===== config.mk =====
export PLATFORM = sky130hd
export DESIGN_NAME = i2c_rand_read
export DESIGN_NICKNAME = d
export VERILOG_FILES = /design/src/rtl/i2c_rand_read_pkg.sv /design/src/rtl/i2c_rand_read_qtick.sv /design/src/rtl/i2c_rand_read_shreg.sv /design/src/rtl/i2c_rand_read.sv
export SDC_FILE = /design/constraint.sdc
export NUM_CORES = 1
export LEC_CHECK = 0
export ABC_CLOCK_PERIOD_IN_PS = 4400
export BUFFER_PORTS_ARGS = -buffer_cell sky130_fd_sc_hd__buf_2
export CAP_MARGIN = 20
export CORE_MARGIN = 1.5
export CORE_UTILIZATION = 62
export CTS_BUF_LIST = sky130_fd_sc_hd__clkbuf_16
export DETAILED_ROUTE_END_ITERATION = 8
export PLACE_DENSITY_LB_ADDON = 0.12
export SYNTH_ARGS = -nofsm -noshare
export SYNTH_HDL_FRONTEND = slang
export SYNTH_SLANG_ARGS = --single-unit

===== constraint.sdc =====
create_clock -name clk -period 4.4 [get_ports clk]
set_clock_uncertainty 0.15 [all_clocks]
set_input_delay 0.66 -clock clk [delete_from_list [all_inputs] [get_ports clk]]
set_output_delay 0.66 -clock clk [all_outputs]
set_load 0.01 [all_outputs]

===== src/rtl/i2c_rand_read_pkg.sv =====
package i2c_rand_read_pkg;

    typedef enum logic [3:0] {
        S_IDLE,
        S_START,
        S_DEVW,
        S_ACKDW,
        S_WORD,
        S_ACKWD,
        S_RSTART,
        S_DEVR,
        S_ACKDR,
        S_READ,
        S_MNACK,
        S_STOP
    } seq_state_t;

    // per-quarter drive request; 1 means pull the line low
    typedef struct packed {
        logic scl_low;
        logic sda_low;
        logic cond;      // slot that forms a START or STOP condition
    } bus_drive_t;

    localparam logic RW_WRITE = 1'b0;
    localparam logic RW_READ  = 1'b1;

    function automatic logic is_ack_state(input seq_state_t s);
        return (s == S_ACKDW) || (s == S_ACKWD) || (s == S_ACKDR);
    endfunction

    function automatic logic is_tx_state(input seq_state_t s);
        return (s == S_DEVW) || (s == S_WORD) || (s == S_DEVR);
    endfunction

endpackage


===== src/rtl/i2c_rand_read_qtick.sv =====
module i2c_rand_read_qtick #(
    parameter int DIV = 4
) (
    input  logic clk,
    input  logic rst_n,
    input  logic run,
    output logic tick
);
    localparam int CW = (DIV > 1) ? $clog2(DIV) : 1;

    generate
        if (DIV > 1) begin : g_div
            logic [CW-1:0] cnt;

            always_ff @(posedge clk or negedge rst_n) begin
                if (!rst_n) begin
                    cnt <= '0;
                end else if (!run) begin
                    cnt <= '0;
                end else if (cnt == CW'(DIV - 1)) begin
                    cnt <= '0;
                end else begin
                    cnt <= cnt + 1'b1;
                end
            end

            assign tick = run && (cnt == CW'(DIV - 1));

            // quarter ticks are never back to back when DIV > 1
            p_tick_gap_r8: assert property (@(posedge clk) disable iff (!rst_n)
                tick |=> !tick);
        end else begin : g_nodiv
            assign tick = run;
        end
    endgenerate

endmodule


===== src/rtl/i2c_rand_read_shreg.sv =====
module i2c_rand_read_shreg #(
    parameter int W = 8
) (
    input  logic         clk,
    input  logic         rst_n,
    input  logic         load,
    input  logic [W-1:0] load_val,
    input  logic         shift,
    input  logic         sin,
    output logic [W-1:0] q,
    output logic         msb
);
    always_ff @(posedge clk or negedge rst_n) begin
        if (!rst_n) begin
            q <= '0;
        end else if (load) begin
            q <= load_val;
        end else if (shift) begin
            q <= {q[W-2:0], sin};
        end
    end

    assign msb = q[W-1];

    // a load and a shift never collide
    p_load_shift_r2: assert property (@(posedge clk) disable iff (!rst_n)
        !(load && shift));

endmodule


===== src/rtl/i2c_rand_read.sv =====
module i2c_rand_read
    import i2c_rand_read_pkg::*;
#(
    parameter int CLK_DIV = 4,
    parameter int DATA_W  = 8
) (
    input  logic              clk,
    input  logic              rst_n,
    input  logic              start_i,
    input  logic [DATA_W-2:0] dev_addr_i,
    input  logic [DATA_W-1:0] word_addr_i,
    input  logic              sda_i,
    output logic [DATA_W-1:0] rd_data_o,
    output logic              done_o,
    output logic              nack_err_o,
    output logic              scl_oe_o,
    output logic              sda_oe_o
);
    localparam int DEV_W = DATA_W - 1;
    localparam int BC_W  = $clog2(DATA_W);

    seq_state_t        state, nstate;
    logic [1:0]        qtr;
    logic [BC_W-1:0]   bitc;
    logic [DEV_W-1:0]  dev_q;
    logic [DATA_W-1:0] word_q;
    logic              sda_s1, sda_s2;
    logic              ack_ok, err_pend;
    logic              tick, run, accept, sample, slot_end, last_bit;
    logic              sh_load, sh_shift, sh_msb;
    logic [DATA_W-1:0] sh_val, sh_q;
    bus_drive_t        drv;
    logic              cond_q;

    assign run      = (state != S_IDLE);
    assign accept   = (state == S_IDLE) && start_i;
    assign sample   = tick && (qtr == 2'd2);
    assign slot_end = tick && (qtr == 2'd3);
    assign last_bit = (bitc == BC_W'(DATA_W - 1));

    i2c_rand_read_qtick #(.DIV(CLK_DIV)) u_qtick (
        .clk  (clk),
        .rst_n(rst_n),
        .run  (run),
        .tick (tick)
    );

    i2c_rand_read_shreg #(.W(DATA_W)) u_shreg (
        .clk     (clk),
        .rst_n   (rst_n),
        .load    (sh_load),
        .load_val(sh_val),
        .shift   (sh_shift),
        .sin     (sda_s2),
        .q       (sh_q),
        .msb     (sh_msb)
    );

    // shifter control
    always_comb begin
        sh_load = 1'b0;
        sh_val  = '0;
        if (accept) begin
            sh_load = 1'b1;
            sh_val  = {dev_addr_i, RW_WRITE};
        end else if (slot_end && state == S_ACKDW && ack_ok) begin
            sh_load = 1'b1;
            sh_val  = word_q;
        end else if (slot_end && state == S_RSTART) begin
            sh_load = 1'b1;
            sh_val  = {dev_q, RW_READ};
        end
        sh_shift = (slot_end && is_tx_state(state)) || (sample && state == S_READ);
    end

    // next-state logic
    always_comb begin
        nstate = state;
        unique case (state)
            S_IDLE:   if (accept)               nstate = S_START;
            S_START:  if (slot_end)             nstate = S_DEVW;
            S_DEVW:   if (slot_end && last_bit) nstate = S_ACKDW;
            S_ACKDW:  if (slot_end)             nstate = ack_ok ? S_WORD : S_STOP;
            S_WORD:   if (slot_end && last_bit) nstate = S_ACKWD;
            S_ACKWD:  if (slot_end)             nstate = ack_ok ? S_RSTART : S_STOP;
            S_RSTART: if (slot_end)             nstate = S_DEVR;
            S_DEVR:   if (slot_end && last_bit) nstate = S_ACKDR;
            S_ACKDR:  if (slot_end)             nstate = ack_ok ? S_READ : S_STOP;
            S_READ:   if (slot_end && last_bit) nstate = S_MNACK;
            S_MNACK:  if (slot_end)             nstate = S_STOP;
            S_STOP:   if (slot_end)             nstate = S_IDLE;
            default:                            nstate = S_IDLE;
        endcase
    end

    // state register and sequencing counters
    always_ff @(posedge clk or negedge rst_n) begin
        if (!rst_n) begin
            state    <= S_IDLE;
            qtr      <= 2'd0;
            bitc     <= '0;
            dev_q    <= '0;
            word_q   <= '0;
            ack_ok   <= 1'b0;
            err_pend <= 1'b0;
            sda_s1   <= 1'b1;
            sda_s2   <= 1'b1;
        end else begin
            sda_s1 <= sda_i;
            sda_s2 <= sda_s1;
            state  <= nstate;
            if (!run) begin
                qtr <= 2'd0;
            end else if (tick) begin
                qtr <= qtr + 2'd1;
            end
            if (accept) begin
                dev_q    <= dev_addr_i;
                word_q   <= word_addr_i;
                ack_ok   <= 1'b0;
                err_pend <= 1'b0;
            end
            if (slot_end) begin
                if ((is_tx_state(state) || state == S_READ) && !last_bit) begin
                    bitc <= bitc + 1'b1;
                end else begin
                    bitc <= '0;
                end
            end
            if (sample && is_ack_state(state)) begin
                ack_ok <= !sda_s2;
            end
            if (slot_end && is_ack_state(state) && !ack_ok) begin
                err_pend <= 1'b1;
            end
        end
    end

    // per-quarter bus drive pattern
    always_comb begin
        drv = '{scl_low: 1'b0, sda_low: 1'b0, cond: 1'b0};
        unique case (state)
            S_IDLE: ;
            S_START: begin
                drv.scl_low = (qtr == 2'd3);
                drv.sda_low = (qtr >= 2'd2);
                drv.cond    = 1'b1;
            end
            S_RSTART: begin
                drv.scl_low = (qtr == 2'd0) || (qtr == 2'd3);
                drv.sda_low = (qtr >= 2'd2);
                drv.cond    = 1'b1;
            end
            S_DEVW, S_WORD, S_DEVR: begin
                drv.scl_low = (qtr == 2'd0) || (qtr == 2'd3);
                drv.sda_low = !sh_msb;
            end
            S_ACKDW, S_ACKWD, S_ACKDR, S_READ, S_MNACK: begin
                drv.scl_low = (qtr == 2'd0) || (qtr == 2'd3);
                drv.sda_low = 1'b0;
            end
            S_STOP: begin
                drv.scl_low = (qtr == 2'd0);
                drv.sda_low = (qtr <= 2'd1);
                drv.cond    = 1'b1;
            end
            default: ;
        endcase
    end

    // registered outputs
    always_ff @(posedge clk or negedge rst_n) begin
        if (!rst_n) begin
            scl_oe_o   <= 1'b0;
            sda_oe_o   <= 1'b0;
            cond_q     <= 1'b0;
            done_o     <= 1'b0;
            nack_err_o <= 1'b0;
            rd_data_o  <= '0;
        end else begin
            scl_oe_o <= drv.scl_low;
            sda_oe_o <= drv.sda_low;
            cond_q   <= drv.cond;
            done_o   <= slot_end && (state == S_STOP);
            if (accept) begin
                nack_err_o <= 1'b0;
            end else if (slot_end && state == S_STOP) begin
                nack_err_o <= err_pend;
            end
            if (slot_end && state == S_READ && last_bit) begin
                rd_data_o <= sh_q;
            end
        end
    end

    // outside START/STOP slots SDA is quiet while SCL is released
    p_sda_quiet_r7: assert property (@(posedge clk) disable iff (!rst_n)
        (!scl_oe_o && !$past(scl_oe_o) && !cond_q && !$past(cond_q))
        |-> (sda_oe_o == $past(sda_oe_o)));

    // done is a single-cycle pulse
    p_done_pulse_r10: assert property (@(posedge clk) disable iff (!rst_n)
        done_o |=> !done_o);

    // bus is released when done is reported
    p_done_idle_r10: assert property (@(posedge clk) disable iff (!rst_n)
        done_o |-> (!scl_oe_o && !sda_oe_o));

    // a missing acknowledge leads straight to STOP
    p_ack_abort_r6: assert property (@(posedge clk) disable iff (!rst_n)
        (slot_end && is_ack_state(state) && !ack_ok) |=> (state == S_STOP));

    // error is raised together with done
    p_err_with_done_r6: assert property (@(posedge clk) disable iff (!rst_n)
        $rose(nack_err_o) |-> done_o);

    // latched addresses hold while a transaction runs
    p_addr_hold_r9: assert property (@(posedge clk) disable iff (!rst_n)
        run |=> ($stable(word_q) && $stable(dev_q)));

    // idle leaves both lines released
    p_idle_release_r11: assert property (@(posedge clk) disable iff (!rst_n)
        (state == S_IDLE && $past(state) == S_IDLE) |=> (!scl_oe_o && !sda_oe_o));

endmodule


==> summary.txt <==
Outcome
  • Status: finished clean

Placement
  • Post-DP HPWL: 3250 um
  • IO Port Bufs: 30
  • Routability cong.: 0.860

GRT
  • Grt total ovfl: 0
  • First-pass GRT wire length: 8020 um
  • Initial antenna violation count: 0
  • Vias in the first global route: 1711
  • Largest net degree at the start of global routing: 51
  • Total track usage: 0.244

Timing
  • Unrepaired setup endpoints after global routing: no
  • Setup violators final: 0
  • Max Fclk: 340 MHz
  • Setup_tns: 0 ps
  • Endpoints failing hold: 0
  • Final min period: 2940 ps
  • Slew Viols, Final: 0
  • Final period utilization: 0.668
  • Max-Slew Margin vs Limit: 0.302
  • Worst-Margin Slew: 1040 ps

Floorplan
  • IO Pins: 31
  • Vert. Die Dim: 66.8 um
  • Starting Density: 0.636
  • Core Rows: 23
  • Die area: 4470 sq um
  • Core area: 3970 sq um
  • Die X: 66.8 um

Route
  • Via-per-instance ratio: 5.83
  • DRT Pass-1 Iters: 4
  • Wirelength, routed: 4960 um
  • Final ANT Viol Nets: 0
  • Residual DRC: 0
  • Initial DRC Count: 159
  • Total number of vias: 1894
  • Routed len/inst: 15.3 um

Yosys
  • Top_reg_cell synth: dfrtp_1
  • Syn_area_per_cell: 10.1 sq um
  • EDFF count, synth: 0
  • Post-Syn Instances: 249
  • Register area share after synthesis: 0.496
  • Ys Warns: 0
  • #FFs+latches synth: 50
  • Synth cell types: 52
  • Async SR Flop Fraction: 1.00
  • Mapped Area: 2530 sq um
  • Syn Nets: 275

CTS
  • Htree depth: 2
  • Number of CTS-inserted buffers: 5
  • CTS resizes: 0
  • Root buffer cell: clkbuf_16
  • CTS max path bufs: 2
  • Clock sinks: 50
  • Total setup buffers inserted after CTS: 0
  • CTS Hold Buffers Added: 0
  • Clk slew on worst S/H paths: 70 ps
  • Clock Latency Late Sink: 290 ps
  • CTS tree: built

Worst setup path
  • Worst path required time: 4420 ps
  • R2R setup slack: 1460 ps
  • Worst Setup End Kind: flip-flop
  • Critical Path Fanout Max: 23
  • Worst setup SP type: flip-flop
  • R2r endpoint: u_shreg.q[6]
  • Worst r2r path cells: 5
  • FF-to-FF Start: state[3]
  • CP Class: flip-flop to flip-flop
  • Worst path arrival time: 2960 ps

Final layout
  • Most common cell after layout, fill and taps aside: nand2_1
  • Final core occ: 0.716
  • NumNets Final: 300
  • N_diodes: 0
  • Synth-to-layout area growth: 12.5%
  • Most frequent cells in the layout: nand2_1 (69), dfrtp_1 (48), buf_2 (30)
  • Layout cells sized above 1: 0.215

Worst hold path
  • WHS Endpoint: sda_s2
  • WHS Path Cells: 0
  • Type of the tightest min-delay check: flip-flop to flip-flop
  • Hold Path Origin: sda_s1

Pwr
  • Pwr dens: 617 nW/um^2
  • Leak pwr: 1.39 nW
  • Peak supply drop: 0.000394 V

Run
  • Max-cap check violation count: 0
==> layout make-up <==
class / instances / area, sq um
Clock buffer: 5 / 125
Clock inverter: 3 / 48.8
Fill cell: 298 / 1130
Sequential cell: 50 / 1250
Timing Repair Buffer: 31 / 158
Inverter: 4 / 15.0
Tap cell: 50 / 62.6
Multi-Input combinational cell: 182 / 1180
==> layer usage <==
metal	track usage	wire length [um]	vias up
met5	0	0	-
met4	0.0765	60	0
met3	0.0693	274	7
met2	0.375	2280	52
met1	0.333	2340	916
li1	-	-	919
==> cell usage after synthesis (all sizes together), types with 3 or more instances <==
master	count	area share
nand2	69	0.10
ha	7	0.035
nor2b	5	0.012
mux2	9	0.042
buf	11	0.028
a31oi	3	0.013
a32oi	6	0.021
dfrtp	48	0.48
nand2b	8	0.023
nand3	4	0.0079
mux2i	4	0.016
inv	4	0.0059
nor2	11	0.017
a221o	6	0.024
a21oi	4	0.012
o21ai	8	0.016
nor3	11	0.028
==> metrics by stage <==
stage | cell area, sq um | worst slack, ps | cells | hold slack (ps) | total power, mW
global route | 2840 | 1200 | 325 | 213 | 1.87
floorplan | 2530 | 2380 | 249 | 195 | 1.18
detailed placement | 2670 | 1540 | 317 | 198 | 1.31
global placement | 2670 | 1610 | 317 | 196 | 1.29
CTS | 2840 | 1510 | 325 | 208 | 1.76
finish | 2840 | 1460 | 325 | 207 | 1.75
==> worst max-delay path: stages (launching register included) <==
cell     delay [ps]
dfrtp_1         640
nor4_4          600
and2_1          660
nor3_1          160
nor2b_1         270
a221o_1         340
==> worst max-delay path by stage <==
stage                         start      endpoint  slack (ps)  cells after the start
4_1_cts                    state[3]  u_shreg.q[6]        1510                      5
3_5_place_dp               state[3]  u_shreg.q[3]        1540                      5
3_3_place_gp               state[3]  u_shreg.q[0]        1610                      5
6_report                   state[3]  u_shreg.q[6]        1460                      5
5_1_grt                    state[3]  u_shreg.q[6]        1200                      5
2_1_floorplan  u_qtick.g_div.cnt[0]  u_shreg.q[0]        2380                      8
==> power by group <==
group          internal [mW]  leakage (nW)  switching, mW
clock                  0.272        0.0819          0.173
sequential             0.620         0.633          0.173
combinational          0.238         0.678          0.278
==> state kept, by name (all words and copies together), names as in the netlist <==
signal             cells
word_q                 8
dev_q                  7
sda_oe_o               1
nack_err_o             1
u_qtick.g_div.cnt      2
scl_oe_o               1
ack_ok                 1
bitc                   3
u_shreg.q              8
done_o                 1
sda_s1                 1
sda_s2                 1
qtr                    2
err_pend               1
state                  4
rd_data_o              8
==> cells by family after synthesis <==
logic type,share of synthesized area
buffers and inverters,0.0366
AOI/OAI and AO/OA,0.130
muxes,0.0575
xor gates and xnor gates,0.00347
and+or+nand+nor,0.237
adders and majority gates,0.0386
DFF,0.496
Note: power is estimated with default switching activity, not from simulation.
